[config.mk]
export PLATFORM = sky130hd
export DESIGN_NAME = irq_select_unit
export DESIGN_NICKNAME = d
export VERILOG_FILES = /design/src/rtl/irq_sel_pkg.sv /design/src/rtl/irq_mtimer.sv /design/src/rtl/irq_ctx_reg.sv /design/src/rtl/irq_prio_pick.sv /design/src/rtl/irq_select_unit.sv
export SDC_FILE = /design/constraint.sdc
export NUM_CORES = 1
export LEC_CHECK = 0
export ABC_CLOCK_PERIOD_IN_PS = 2900
export CORE_MARGIN = 2
export CORE_UTILIZATION = 50
export CTS_CLUSTER_SIZE = 8
export DETAILED_ROUTE_END_ITERATION = 8
export HOLD_SLACK_MARGIN = 0.12
export PLACE_DENSITY_LB_ADDON = 0.3
export SLEW_MARGIN = 20
export SYNTH_ARGS = -nofsm -noshare
export SYNTH_HDL_FRONTEND = slang
export SYNTH_HIERARCHICAL = 1
export SYNTH_SLANG_ARGS = --single-unit
[constraint.sdc]
create_clock -name clk_i -period 2.9 [get_ports clk_i]
set_input_delay 0.29 -clock clk_i [delete_from_list [all_inputs] [get_ports clk_i]]
set_output_delay 0.29 -clock clk_i [all_outputs]
set_load 0.02 [all_outputs]
[src/rtl/irq_sel_pkg.sv]
package irq_sel_pkg;
  typedef enum logic [1:0] {
    PRIV_U = 2'd0,
    PRIV_S = 2'd1,
    PRIV_M = 2'd3
  } priv_e;

  localparam int unsigned NUM_PRIO  = 6;
  localparam int unsigned CAUSE_W   = 4;
  localparam int unsigned MTI_BIT   = 7;
  localparam int unsigned MIN_NIRQ  = 12;

  // fixed priority, index 0 highest
  function automatic logic [CAUSE_W-1:0] prio_cause(input int unsigned idx);
    case (idx)
      0:       return 4'd11;
      1:       return 4'd3;
      2:       return 4'd7;
      3:       return 4'd9;
      4:       return 4'd1;
      default: return 4'd5;
    endcase
  endfunction

  typedef struct packed {
    logic [1:0] priv;
    logic       mie;
    logic       sie;
  } ctx_t;
endpackage

[src/rtl/irq_mtimer.sv]
module irq_mtimer #(
  parameter int unsigned TW = 64
) (
  input  logic          clk_i,
  input  logic          rst_ni,
  input  logic          tick_i,
  input  logic          time_we_i,
  input  logic [TW-1:0] time_wdata_i,
  input  logic          cmp_we_i,
  input  logic [TW-1:0] cmp_wdata_i,
  output logic [TW-1:0] time_o,
  output logic [TW-1:0] cmp_o,
  output logic          mtip_o
);
  logic [TW-1:0] time_q, cmp_q;
  logic          mtip_q;
  logic          due;

  assign due = (cmp_q <= time_q);

  always_ff @(posedge clk_i or negedge rst_ni) begin
    if (!rst_ni) begin
      time_q <= '0;
    end else if (time_we_i) begin
      time_q <= time_wdata_i;
    end else if (tick_i) begin
      time_q <= time_q + 1'b1;
    end
  end

  always_ff @(posedge clk_i or negedge rst_ni) begin
    if (!rst_ni) begin
      cmp_q <= '1;
    end else if (cmp_we_i) begin
      cmp_q <= cmp_wdata_i;
    end
  end

  // re-evaluated only on tick, against pre-edge values
  always_ff @(posedge clk_i or negedge rst_ni) begin
    if (!rst_ni) begin
      mtip_q <= 1'b0;
    end else if (tick_i) begin
      mtip_q <= due;
    end
  end

  assign time_o = time_q;
  assign cmp_o  = cmp_q;
  assign mtip_o = mtip_q;
endmodule

[src/rtl/irq_ctx_reg.sv]
module irq_ctx_reg
  import irq_sel_pkg::*;
#(
  parameter int unsigned NIRQ = 16
) (
  input  logic            clk_i,
  input  logic            rst_ni,
  input  logic [1:0]      priv_i,
  input  logic [NIRQ-1:0] pend_i,
  input  logic [NIRQ-1:0] en_i,
  input  logic [NIRQ-1:0] deleg_i,
  input  logic            mie_i,
  input  logic            sie_i,
  output ctx_t            ctx_o,
  output logic [NIRQ-1:0] pend_o,
  output logic [NIRQ-1:0] en_o,
  output logic [NIRQ-1:0] deleg_o
);
  ctx_t            ctx_q;
  logic [NIRQ-1:0] pend_q, en_q, deleg_q;

  always_ff @(posedge clk_i or negedge rst_ni) begin
    if (!rst_ni) begin
      ctx_q   <= '{priv: PRIV_M, mie: 1'b0, sie: 1'b0};
      pend_q  <= '0;
      en_q    <= '0;
      deleg_q <= '0;
    end else begin
      ctx_q   <= '{priv: priv_i, mie: mie_i, sie: sie_i};
      pend_q  <= pend_i;
      en_q    <= en_i;
      deleg_q <= deleg_i;
    end
  end

  assign ctx_o   = ctx_q;
  assign pend_o  = pend_q;
  assign en_o    = en_q;
  assign deleg_o = deleg_q;
endmodule

[src/rtl/irq_prio_pick.sv]
module irq_prio_pick
  import irq_sel_pkg::*;
#(
  parameter int unsigned W = 16
) (
  input  logic [W-1:0]         set_i,
  output logic                 hit_o,
  output logic [CAUSE_W-1:0]   cause_o
);
  always_comb begin
    hit_o   = 1'b0;
    cause_o = '0;
    // walk low to high priority, last match wins
    for (int i = NUM_PRIO - 1; i >= 0; i--) begin
      if (set_i[prio_cause(i)]) begin
        hit_o   = 1'b1;
        cause_o = prio_cause(i);
      end
    end
  end
endmodule

[src/rtl/irq_select_unit.sv]
module irq_select_unit
  import irq_sel_pkg::*;
#(
  parameter int unsigned NIRQ = 16,
  parameter int unsigned TW   = 64
) (
  input  logic            clk_i,
  input  logic            rst_ni,
  input  logic [1:0]      priv_i,
  input  logic [NIRQ-1:0] pend_i,
  input  logic [NIRQ-1:0] en_i,
  input  logic [NIRQ-1:0] deleg_i,
  input  logic            mie_i,
  input  logic            sie_i,
  input  logic            tick_i,
  input  logic            time_we_i,
  input  logic [TW-1:0]   time_wdata_i,
  input  logic            cmp_we_i,
  input  logic [TW-1:0]   cmp_wdata_i,
  output logic            take_irq_o,
  output logic [3:0]      cause_o,
  output logic [1:0]      target_priv_o,
  output logic            err_o
);
  ctx_t            ctx;
  logic [NIRQ-1:0] pend_q, en_q, deleg_q;
  logic [NIRQ-1:0] pend_eff, cand, m_set, s_set;
  logic [TW-1:0]   time_q, cmp_q;
  logic            mtip_q;
  logic            m_en, s_en, m_hit, s_hit;
  logic [CAUSE_W-1:0] m_cause, s_cause;

  generate
    if (NIRQ < MIN_NIRQ) begin : g_bad_width
      initial $error("NIRQ must cover cause 11");
    end
  endgenerate

  irq_mtimer #(.TW(TW)) i_mtimer (
    .clk_i        (clk_i),
    .rst_ni       (rst_ni),
    .tick_i       (tick_i),
    .time_we_i    (time_we_i),
    .time_wdata_i (time_wdata_i),
    .cmp_we_i     (cmp_we_i),
    .cmp_wdata_i  (cmp_wdata_i),
    .time_o       (time_q),
    .cmp_o        (cmp_q),
    .mtip_o       (mtip_q)
  );

  irq_ctx_reg #(.NIRQ(NIRQ)) i_ctx (
    .clk_i   (clk_i),
    .rst_ni  (rst_ni),
    .priv_i  (priv_i),
    .pend_i  (pend_i),
    .en_i    (en_i),
    .deleg_i (deleg_i),
    .mie_i   (mie_i),
    .sie_i   (sie_i),
    .ctx_o   (ctx),
    .pend_o  (pend_q),
    .en_o    (en_q),
    .deleg_o (deleg_q)
  );

  always_comb begin
    pend_eff          = pend_q;
    pend_eff[MTI_BIT] = mtip_q;
  end

  assign cand  = pend_eff & en_q;
  assign m_set = cand & ~deleg_q;
  assign s_set = cand & deleg_q;

  // lower privilege implicitly enables the higher target
  assign m_en = (ctx.priv != PRIV_M) || ctx.mie;
  assign s_en = (ctx.priv == PRIV_U) || ((ctx.priv == PRIV_S) && ctx.sie);

  irq_prio_pick #(.W(NIRQ)) i_pick_m (
    .set_i   (m_set),
    .hit_o   (m_hit),
    .cause_o (m_cause)
  );

  irq_prio_pick #(.W(NIRQ)) i_pick_s (
    .set_i   (s_set),
    .hit_o   (s_hit),
    .cause_o (s_cause)
  );

  always_comb begin
    take_irq_o    = 1'b0;
    cause_o       = '0;
    target_priv_o = PRIV_U;
    err_o         = 1'b0;
    if (m_en && (m_set != '0)) begin
      take_irq_o    = m_hit;
      err_o         = !m_hit;
      cause_o       = m_hit ? m_cause : '0;
      target_priv_o = m_hit ? PRIV_M : PRIV_U;
    end else if (s_en && (s_set != '0)) begin
      take_irq_o    = s_hit;
      err_o         = !s_hit;
      cause_o       = s_hit ? s_cause : '0;
      target_priv_o = s_hit ? PRIV_S : PRIV_U;
    end
  end
endmodule

==> metrics.md <==
| Metric | Value |
|---|---|
| Outcome | `completed` |
| Min-Delay Path Class | `primary input to register` |
| Clock skew | `0.01018 ns` |
| Pin count of the biggest net entering global routing | `98` |
| # nets final | `1,375` |
| Non-Filler Instances | `1,397` |
| Mean Syn Cell Area | `10.38 um^2` |
| Buffers on Ports | `191` |
| CTS tree | `done` |
| DRC | `0` |
| Slew headroom | `0.4102` |
| Hold Crit Depth | `1` |
| Initial antenna violation count | `0` |
| Die H | `142.8 um` |
| Clock sinks | `180` |
| Area growth syn-to-layout | `30.21%` |
| Finish-stage setup viols | `0` |
| Slowest stage cell, crit path | `or4_4` |
| Logic pwr share | `0.179` |
| Worst path top cell family by delay | `simple AND/OR/NAND/NOR gates` |
| Root Buffer | `clkbuf_16` |
| Mapped Area | `0.009639 mm^2` |
| RSZ-0062 raised after global routing | `false` |
| Clk_lat worst skew | `0.43 ns` |
| Max VDD drop | `0.0004272 V` |
| Wire length per cell | `17.17 um` |
| Post-CTS Setup Inserts | `0` |
| Critical Path Fanout Max | `7` |
| Starting Density | `0.5119` |
| Startpoint types | `register` |
| GPL Wtd Cong | `0.8822` |
| DR vias | `7,537` |
| Clock Path Buffers | `2` |
| R2r setup slk | `0.26 ns` |
| Kind of critical path | `register to primary output` |
| Clock transition at path regs | `0.07 ns` |
| Vias/cell | `5.395` |
| Final TNS setup | `0 ns` |
| DP Worst Slack | `0.09575 ns` |
| First-pass GRT wire length | `37,590 um` |
| Placed Instances | `1,365` |
| Clock share of power | `0.383` |
| Power, Total | `6.739 mW` |
| R2R Path End | `i_mtimer/mtip_o` |
| Congestion Overflow GR | `0` |
| Worst-Margin Slew | `0.8847 ns` |
| Critical path capture point type | `primary output` |
| Critical path arrival | `2.49 ns` |
| Int Pwr | `4.988 mW` |
| Clock buffers created by TritonCTS | `17` |
| Reg2Reg Launch Point | `i_mtimer/time_o[36]` |
| Fraction of layout cells with a size suffix above 1 | `0.1856` |
| Final Slew Violations | `0` |
| Post-route minimum period | `2.779 ns` |
| Initial DRT Pass Iterations | `6` |
| Cell Pwr Density | `536.9 mW/mm^2` |
| Hold Vio Cnt, Final | `0` |
| Cell Chain, Critical Path | `and3_1 -> or3_4 -> or4_4 -> and3_1 -> mux2_2 -> clkbuf_2` |
| Syn nets | `1,179` |
| GRT Overall Usage | `0.2397` |
| Final wirelength | `23,980 um` |
| Warnings, synthesis | `6` |
| Cell count after synthesis | `929` |
| I/O pin total | `193` |
| Post-DP HPWL | `18,150 um` |
| Hold path endpoint | `i_ctx/ctx_o[2]` |
| CP bufs+invs | `1` |
| Switching part of the total power | `0.2599` |
| P_leak | `5.291 nW` |
| Part of the power in registers | `0.438` |
| CP required | `2.61 ns` |
| R2R cell count | `8` |
| Max Cap Violations | `0` |
| Most used cell along the critical path | `and3_1` |
| Final WS setup | `0.1205 ns` |
| Initial DRC Count | `329` |
| Worst Min Path Start | `priv_i[0]` |
| Die width | `142.8 um` |
| H-tree depth | `4` |
| Period utilization | `0.9584` |
| Core area | `0.01883 mm^2` |
| Fmax | `359.8 MHz` |
| Die Area | `0.02040 mm^2` |
| Ant diodes | `0` |
| Rows | `50` |
| Max stage delay on crit path | `0.46 ns` |
| Number of global-route vias before repair | `7,454` |
| P_sw | `1.751 mW` |
| Post-route ant nets | `0` |
==> how the worst max path moves through the flow <==
stage / start / endpoint / slack, ns / cells past startpoint
4_1_cts: i_ctx/deleg_o[3] / take_irq_o / -0.05 / 6
3_3_place_gp: i_mtimer/mtip_o / take_irq_o / 0.12 / 6
2_1_floorplan: i_mtimer/time_o[28] / i_mtimer/mtip_o / 0.49 / 9
3_5_place_dp: i_mtimer/mtip_o / take_irq_o / 0.1 / 6
6_report: i_ctx/deleg_o[3] / take_irq_o / 0.12 / 6
5_1_grt: i_mtimer/mtip_o / cause_o[1] / 0.03 / 7
==> layer usage <==
layer | part of all wire | track usage
met5 | 0 | 0
met3 | 0.058 | 0.05265
met4 | 0.015 | 0.06045
met2 | 0.48 | 0.4018
met1 | 0.45 | 0.3172
==> power by group through the flow <==
| stage | Combinational, mW | Clock [mW] | Sequential (mW) |
|---|---|---|---|
| 2_1_floorplan | 0.706 | 0 | 2.93 |
| 3_3_place_gp | 1.16 | 0 | 2.98 |
| 3_5_place_dp | 1.20 | 0 | 2.99 |
| 4_1_cts | 1.21 | 2.63 | 2.95 |
| 5_1_grt | 1.35 | 2.75 | 2.98 |
| 6_report | 1.21 | 2.58 | 2.95 |
==> worst register-to-register path, cell delays in order, from the launching register on <==
cell      delay (ns)
dfrtp_1         0.45
inv_1           0.09
ha_1            0.29
nand4_1         0.13
or4b_1          0.67
nor4_4          0.30
o311ai_0        0.19
a41oi_1         0.30
o21ai_0         0.11
==> stage by stage <==
step                  util  hold WS (ns)  cell area [um^2]
floorplan                -     -0.005591              9639
CTS                 0.6666        0.2594             12550
global placement    0.6310        0.3469             11880
detailed placement  0.6310        0.3369             11880
global route        0.6665        0.2505             12550
finish              0.6665        0.2718             12550
==> final cells by class <==
type                    count  area (um^2)
flip-flops and latches    180         4587
clock buffers              18        439.2
inverters                  71        266.5
well taps                 260        325.3
clock inverters            13        219.0
repair buffers            204         2022
fillers                  1497         6280
multi-input cells         651         4692
==> cells in the final DEF, fill, tap and decap left out, types with 34 or more instances in the layout <==
cell type        count
mux2_2              65
ha_1                65
dfstp_2             66
nand2_1            116
nand4_1             44
dfrtp_1            114
xnor2_1             62
nor2_1              34
o21ai_0             70
inv_1               71
clkdlybuf4s50_1    180
==> state kept, by name, summed over array words and instances, names as in the netlist <==
register,cells
i_ctx/en_o,16
i_ctx/deleg_o,16
i_ctx/ctx_o,4
i_mtimer/mtip_o,1
i_mtimer/time_o,64
i_ctx/pend_o,15
i_mtimer/cmp_o,64
==> repair_timing <==
item / CTS / global route
setup endpoints to repair: 8 / 4
endpoints found under the hold margin: 53 / 0
gates resized for setup: 11 / 7
hold buffers: 1 / 0
No activity file was read; power rests on OpenSTA's default activity.
